**src/rtl/spi_port_pkg.sv**
```systemverilog
`timescale 1ns/1ps
package spi_port_pkg;
   localparam int unsigned BYTE_W = 8;

   typedef enum logic [1:0] {
      REG_CTRL = 2'd0,
      REG_STAT = 2'd1,
      REG_DATA = 2'd2,
      REG_NONE = 2'd3
   } reg_sel_e;

   // control register bit positions
   localparam int unsigned CTL_CPOL = 2;
   localparam int unsigned CTL_EN   = 3;
   localparam int unsigned CTL_WCOL = 4;
   localparam int unsigned CTL_OVF  = 5;
   localparam logic [1:0]  MODE_SLAVE = 2'b11;

   // status register bit positions
   localparam int unsigned ST_SMP = 7;
   localparam int unsigned ST_CKE = 6;
   localparam int unsigned ST_BF  = 0;
endpackage

```
**src/rtl/spi_port_sync.sv**
```systemverilog
`timescale 1ns/1ps
module spi_port_sync #(
   parameter int unsigned STAGES  = 2,
   parameter bit          RST_VAL = 1'b0
) (
   input  logic clk,
   input  logic rst_n,
   input  logic d,
   output logic q
);
   if (STAGES < 2) begin : g_bad_stages
      $error("spi_port_sync: STAGES must be at least 2");
   end

   logic [STAGES-1:0] chain_q;

   for (genvar i = 0; i < STAGES; i++) begin : g_stage
      always_ff @(posedge clk or negedge rst_n) begin
         if (!rst_n) chain_q[i] <= RST_VAL;
         else if (i == 0) chain_q[i] <= d;
         else chain_q[i] <= chain_q[(i > 0) ? i - 1 : 0];
      end
   end

   assign q = chain_q[STAGES-1];
endmodule

```
**src/rtl/spi_port_clkgen.sv**
```systemverilog
`timescale 1ns/1ps
module spi_port_clkgen #(
   parameter int unsigned DIV_LO  = 4,
   parameter int unsigned DIV_MID = 16,
   parameter int unsigned DIV_HI  = 64
) (
   input  logic       clk,
   input  logic       rst_n,
   input  logic       run,
   input  logic [1:0] rate,
   output logic       tick
);
   localparam int unsigned MAX_HALF = DIV_HI / 2;
   localparam int unsigned CW = (MAX_HALF > 2) ? $clog2(MAX_HALF) : 1;

   if ((DIV_LO < 2) || (DIV_LO % 2 != 0) || (DIV_MID % 2 != 0) || (DIV_HI % 2 != 0)) begin : g_bad_div
      $error("spi_port_clkgen: dividers must be even and at least 2");
   end
   if ((DIV_MID < DIV_LO) || (DIV_HI < DIV_MID)) begin : g_bad_order
      $error("spi_port_clkgen: dividers must be ordered LO <= MID <= HI");
   end

   logic [CW-1:0] cnt_q;
   logic [CW-1:0] lim;

   always_comb begin
      case (rate)
         2'd0:    lim = CW'(DIV_LO / 2 - 1);
         2'd1:    lim = CW'(DIV_MID / 2 - 1);
         default: lim = CW'(DIV_HI / 2 - 1);
      endcase
   end

   assign tick = run && (cnt_q == lim);

   always_ff @(posedge clk or negedge rst_n) begin
      if (!rst_n)         cnt_q <= '0;
      else if (!run)      cnt_q <= '0;
      else if (tick)      cnt_q <= '0;
      else                cnt_q <= cnt_q + 1'b1;
   end
endmodule

```
**src/rtl/spi_port.sv**
```systemverilog
`timescale 1ns/1ps
module spi_port
   import spi_port_pkg::*;
#(
   parameter int unsigned DIV_LO      = 4,
   parameter int unsigned DIV_MID     = 16,
   parameter int unsigned DIV_HI      = 64,
   parameter int unsigned SYNC_STAGES = 2
) (
   input  logic                clk,
   input  logic                rst_n,
   input  logic [1:0]          reg_addr,
   input  logic                reg_wr,
   input  logic [BYTE_W-1:0]   reg_wdata,
   input  logic                reg_rd,
   output logic [BYTE_W-1:0]   reg_rdata,
   output logic                irq_o,
   output logic                ser_clk_o,
   input  logic                ser_clk_i,
   input  logic                sel_n_i,
   output logic                ser_out_o,
   input  logic                ser_in_i
);
   localparam int unsigned HW = $clog2(2 * BYTE_W);
   localparam int unsigned BW = $clog2(BYTE_W);
   localparam logic [HW-1:0] LAST_HALF = HW'(2 * BYTE_W - 1);
   localparam logic [BW-1:0] LAST_BIT  = BW'(BYTE_W - 1);

   if (BYTE_W != 8) begin : g_bad_width
      $error("spi_port: the shifter is defined for 8-bit bytes");
   end

   // registers
   logic [BYTE_W-1:0] ctrl_q, buf_q, sh_q;
   logic              smp_q, cke_q, bf_q, out_q, busy_q, irq_q, lvl_d;
   logic [HW-1:0]     half_q;
   logic [BW-1:0]     bits_q;

   // decoded control
   logic en, cpol, slave;
   assign en    = ctrl_q[CTL_EN];
   assign cpol  = ctrl_q[CTL_CPOL];
   assign slave = (ctrl_q[1:0] == MODE_SLAVE);

   // register strobes
   logic wr_ctrl, wr_stat, wr_data_hit, rd_clear;
   assign wr_ctrl     = reg_wr && (reg_addr == REG_CTRL);
   assign wr_stat     = reg_wr && (reg_addr == REG_STAT);
   assign wr_data_hit = reg_wr && (reg_addr == REG_DATA) && en;
   assign rd_clear    = reg_rd && (reg_addr == REG_DATA);

   // master clock divider
   logic tick;
   spi_port_clkgen #(.DIV_LO(DIV_LO), .DIV_MID(DIV_MID), .DIV_HI(DIV_HI)) u_clkgen (
      .clk (clk), .rst_n (rst_n),
      .run (busy_q && en && !slave),
      .rate(ctrl_q[1:0]),
      .tick(tick)
   );

   // slave clock and select synchronizers
   logic sclk_s, seln_s;
   spi_port_sync #(.STAGES(SYNC_STAGES), .RST_VAL(1'b0)) u_sync_clk (
      .clk(clk), .rst_n(rst_n), .d(ser_clk_i), .q(sclk_s));
   spi_port_sync #(.STAGES(SYNC_STAGES), .RST_VAL(1'b1)) u_sync_sel (
      .clk(clk), .rst_n(rst_n), .d(sel_n_i), .q(seln_s));

   logic lvl, lead, trail;
   assign lvl   = sclk_s ^ cpol;
   assign lead  = lvl && !lvl_d;
   assign trail = !lvl && lvl_d;

   always_ff @(posedge clk or negedge rst_n) begin
      if (!rst_n) lvl_d <= 1'b0;
      else        lvl_d <= lvl;
   end

   // shift events
   logic m_sample, m_shout, m_done, s_act, s_sample, s_shout, s_done;
   assign m_sample = tick && (smp_q ? half_q[0] : !half_q[0]);
   assign m_shout  = tick && half_q[0] && (half_q != LAST_HALF);
   assign m_done   = tick && (half_q == LAST_HALF);
   assign s_act    = slave && en && !seln_s;
   assign s_sample = s_act && (cke_q ? lead : trail);
   assign s_shout  = s_act && (cke_q ? trail : lead);
   assign s_done   = s_sample && (bits_q == LAST_BIT);

   logic sample, shout, done, busy, collide, load, ovf_set;
   logic [BYTE_W-1:0] sh_next, rx_byte;
   assign sample  = m_sample || s_sample;
   assign shout   = m_shout || s_shout;
   assign done    = m_done || s_done;
   assign busy    = slave ? (s_act && (bits_q != '0)) : busy_q;
   assign collide = wr_data_hit && busy;
   assign load    = wr_data_hit && !busy;
   assign ovf_set = done && bf_q && !rd_clear;
   assign sh_next = {sh_q[BYTE_W-2:0], ser_in_i};
   assign rx_byte = sample ? sh_next : sh_q;

   // control and status registers
   always_ff @(posedge clk or negedge rst_n) begin
      if (!rst_n) begin
         ctrl_q <= '0;
         smp_q  <= 1'b0;
         cke_q  <= 1'b0;
      end else begin
         if (wr_ctrl) ctrl_q <= reg_wdata;
         if (!en) begin
            ctrl_q[CTL_WCOL] <= 1'b0;
            ctrl_q[CTL_OVF]  <= 1'b0;
         end else begin
            if (collide) ctrl_q[CTL_WCOL] <= 1'b1;
            if (ovf_set) ctrl_q[CTL_OVF]  <= 1'b1;
         end
         if (wr_stat) begin
            smp_q <= reg_wdata[ST_SMP];
            cke_q <= reg_wdata[ST_CKE];
         end
      end
   end

   // shifter, sequencing and receive buffer
   always_ff @(posedge clk or negedge rst_n) begin
      if (!rst_n) begin
         sh_q <= '0; buf_q <= '0; out_q <= 1'b0; busy_q <= 1'b0;
         half_q <= '0; bits_q <= '0; bf_q <= 1'b0; irq_q <= 1'b0;
      end else if (!en) begin
         sh_q <= '0; out_q <= 1'b0; busy_q <= 1'b0;
         half_q <= '0; bits_q <= '0; bf_q <= 1'b0; irq_q <= 1'b0;
      end else begin
         irq_q <= done;
         if (load) begin
            sh_q   <= reg_wdata;
            out_q  <= reg_wdata[BYTE_W-1];
            busy_q <= !slave;
            half_q <= '0;
         end else begin
            if (sample) sh_q  <= sh_next;
            if (shout)  out_q <= sample ? sh_q[BYTE_W-2] : sh_q[BYTE_W-1];
            if (m_done) busy_q <= 1'b0;
            if (tick)   half_q <= half_q + 1'b1;
         end
         if (!s_act)        bits_q <= '0;
         else if (s_sample) bits_q <= bits_q + 1'b1;
         if (done && !ovf_set) begin
            buf_q <= rx_byte;
            bf_q  <= 1'b1;
         end else if (rd_clear) begin
            bf_q  <= 1'b0;
         end
         if (load) buf_q <= reg_wdata;
      end
   end

   // read mux and pins
   always_comb begin
      case (reg_addr)
         REG_CTRL: reg_rdata = ctrl_q;
         REG_STAT: reg_rdata = {smp_q, cke_q, 5'b0, bf_q};
         REG_DATA: reg_rdata = buf_q;
         default:  reg_rdata = '0;
      endcase
   end

   assign ser_clk_o = cpol ^ (busy_q && en && !slave && (half_q[0] == cke_q));
   assign ser_out_o = out_q;
   assign irq_o     = irq_q;
endmodule

```
**config.mk**
```make
export PLATFORM = sky130hd
export DESIGN_NAME = spi_port
export DESIGN_NICKNAME = d
export VERILOG_FILES = /design/src/rtl/spi_port_pkg.sv /design/src/rtl/spi_port_sync.sv /design/src/rtl/spi_port_clkgen.sv /design/src/rtl/spi_port.sv
export SDC_FILE = /design/constraint.sdc
export NUM_CORES = 1
export LEC_CHECK = 0
export ABC_AREA = 1
export BUFFER_PORTS_ARGS = -buffer_cell sky130_fd_sc_hd__buf_2
export CAP_MARGIN = 10
export CORE_MARGIN = 2
export CORE_UTILIZATION = 55
export CTS_CLUSTER_DIAMETER = 120
export DETAILED_ROUTE_END_ITERATION = 7
export GPL_TIMING_DRIVEN = 0
export PLACE_DENSITY_LB_ADDON = 0.08
export SYNTH_ARGS = -nofsm -noshare
export SYNTH_HDL_FRONTEND = slang
export SYNTH_SLANG_ARGS = --single-unit
```
**constraint.sdc**
```tcl
create_clock -name clk -period 2.55 [get_ports clk]
set_input_delay 0.6375 -clock clk [delete_from_list [all_inputs] [get_ports clk]]
set_output_delay 0.6375 -clock clk [all_outputs]
set_load 0.1 [all_outputs]
```
==> results.yml <==
global_routing:
  grt_pass1_wl_um: 8410
  grt_overflow: 0
  grt_pass1_vias: 1801
  antenna_found_initial: 0
  grt_max_degree: 48
  track_usage_pct: 22.1
synth:
  ys_seq_area_share_pct: 50.4
  avgSynthCellArea_um2: 8.24
  async_flop_share_pct: 100
  synthTopCellsByArea: "dfrtp_1 48%, nand2_1 13%, nand3_1 6.2%"
  syn_area_um2: 2340
  synth_top_cell_by_area: "dfrtp_1"
  synth_nets: 306
  synth_top_area_share_pct: 48.1
  synth_most_common_cell: "nand2_1"
  netlist-cell-type-count: 35
  synth-seq-cells: 47
  synthTopCellsByCount: "81 x nand2_1, 45 x dfrtp_1, 29 x nand3_1"
  synthCells: 284
  synth_top_flop_cell: "dfrtp_1"
  synth_warnings: 0
  synth-edff-count: 0
clocking:
  cts_tree: "done"
  clk_path_buf_depth: 2
  htree_levels: 2
  numClockSinks: 47
  cts-hold-fix-buffers: 0
  clk_pin_slew_ps: 80
  cts_buffers: 5
  ctsRootBufferMaster: "clkbuf_8"
  clock_latency_ps: 300
finish:
  diodes: 0
  finalInstanceArea_um2: 2670
  fin_nets: 340
  area_growth_pct: 14.2
  drive_above_1_share_pct: 19.7
  final_cells: 369
  multi_input_area_um2: 1030
  fill_cells: 363
  postLayoutCoreUtil_pct: 65.9
  register_area_um2: 1180
die:
  ios: 28
  start_util_pct: 57.7
  fp.coreArea_um2: 4060
  num_rows: 23
  die_w_um: 69.2
  die_h_um: 69.2
  die_area_um2: 4790
route:
  drc: 0
  vias: 1943
  final_antenna_net_count: 0
  first_iter_violations: 148
  drt_first_pass_iters: 4
  vias_per_cell: 5.27
  routed_wl_um: 4920
  wl_per_cell_um: 13.3
timing:
  clock_skew_ps: 3.69
  grt_setup_unrepaired: "no"
  worst_pin_slew_ps: 1020
  setup_viol_count_final: 0
  finalMaxSlewViolations: 0
  hold_ws_ps: 356
  max_freq_mhz: 422
  fin_crit_sh_pct: 92.9
  hold_viol_final: 0
  finalCriticalPeriod_ps: 2370
  slew_headroom_pct: 32.3
worst_setup_path:
  end_kind: "primary output"
  cp.arrival_ps: 1730
  cp.required_ps: 1910
  critPathLaunchType: "flip-flop"
  path_class: "reg2out"
  path_max_fanout: 10
status:
  status: "completed"
pwr:
  fin_total_pwr_mw: 1.79
  cellLeakagePower_nw: 1.33
  ir_drop_mv: 0.438
  p_per_area_nw_per_um2: 671
hold_path:
  hold_class: "reg2reg"
placement:
  port-buffer-count: 27
  gp_congestion: 0.868
  place_inst: 361
  dpl_cell_area_um2: 2550
  place_hpwl_um: 3640
flow_run:
  drv_cap: 0
-- layer usage --
layer	GRT usage [%]	routed length [um]	part of all wire (%)
met4	6.32	51	1.0
met5	0	0	0
met3	6.25	280	5.7
met2	33.8	2200	45
met1	31.1	2390	49
-- cells in the final DEF, fill, tap and decap left out, types with 5 or more instances in the layout --
cell,Yosys,layout
nand2_1,81,81
dfrtp_1,45,45
nand3_1,29,29
buf_2,1,27
inv_1,25,24
nor2_1,22,21
o21ai_0,24,20
o21ai_1,7,11
inv_2,5,6
clkbuf_8,0,6
or2_2,5,5
ha_1,5,5
-- worst max-delay path, stage by stage (launching register included) --
cell and delay, ps:
dfrtp_1 420, inv_2 150, clkbuf_1 410, o21ai_1 140, buf_2 310
-- state kept, by name (all words and copies together) (netlist names), 3 cells and up --
| register | flops |
|---|---|
| u_clkgen.cnt_q | 5 |
| half_q | 4 |
| sh_q | 8 |
| ctrl_q | 8 |
| buf_q | 8 |
| bits_q | 3 |
-- final timing paths --
check,from,end,slack (ps),depth (start not counted)
setup / recovery,ctrl_q[3]$_DFFE_PN0P_,reg_rdata[3],180,4
hold / removal,u_sync_clk.chain_q[0]$_DFF_PN0_,u_sync_clk.q$_DFF_PN0_,360,0
setup reg to reg,ctrl_q[2]$_DFFE_PN0P_,buf_q[2]$_DFFE_PN0P_,720,12
hold reg to reg,u_sync_clk.chain_q[0]$_DFF_PN0_,u_sync_clk.q$_DFF_PN0_,360,0
max in group asynchronous,rst_n,sh_q[7]$_DFF_PN0_,1420,1
min in group asynchronous,rst_n,half_q[0]$_DFFE_PN0P_,500,1
-- cell families (layout without fill, tap and decap cells) --
| group | Yosys count | after routing | share of synthesized area [%] |
|---|---|---|---|
| flip-flops | 47 | 47 | 50.4 |
| adder cells (fa/ha/maj) | 5 | 5 | 2.67 |
| XOR/XNOR | 5 | 5 | 1.87 |
| AND/OR/NAND/NOR | 152 | 152 | 29.2 |
| buffers and inverters | 35 | 70 | 6.15 |
| AO/OA/AOI/OAI | 40 | 40 | 9.73 |
-- report_power, final --
part / leakage, nW / total [mW] / internal, mW / switching (mW)
clock: 0.0612 / 0.565 / 0.317 / 0.248
combinational: 0.647 / 0.378 / 0.0910 / 0.287
sequential: 0.623 / 0.849 / 0.808 / 0.0411
total: 1.33 / 1.79 / 1.22 / 0.576
-- per-stage QoR --
step	setup WS, ps	setup TNS (ps)
after global placement	193	0
after detailed placement	188	0
after global routing	34.6	0
after floorplan	-391	-1430
after CTS	42.5	0
final	180	0
-- repair_timing --
action | in CTS | in global routing
gates resized for setup | 0 | 2
endpoints found under the setup margin | 0 | 1
endpoints found under the hold margin | 0 | 0
setup buffers | 0 | 0
-- layout make-up --
type	count	share of cell area [%]
flip-flops and latches	47	44.1
well taps	50	2.34
inverters	30	4.21
plain buffers	5	1.17
multi-input cells	202	38.6
repair buffers	27	5.15
clock buffers	6	3.09
clock inverters	2	1.31
No activity file was read; power rests on OpenSTA's default activity.
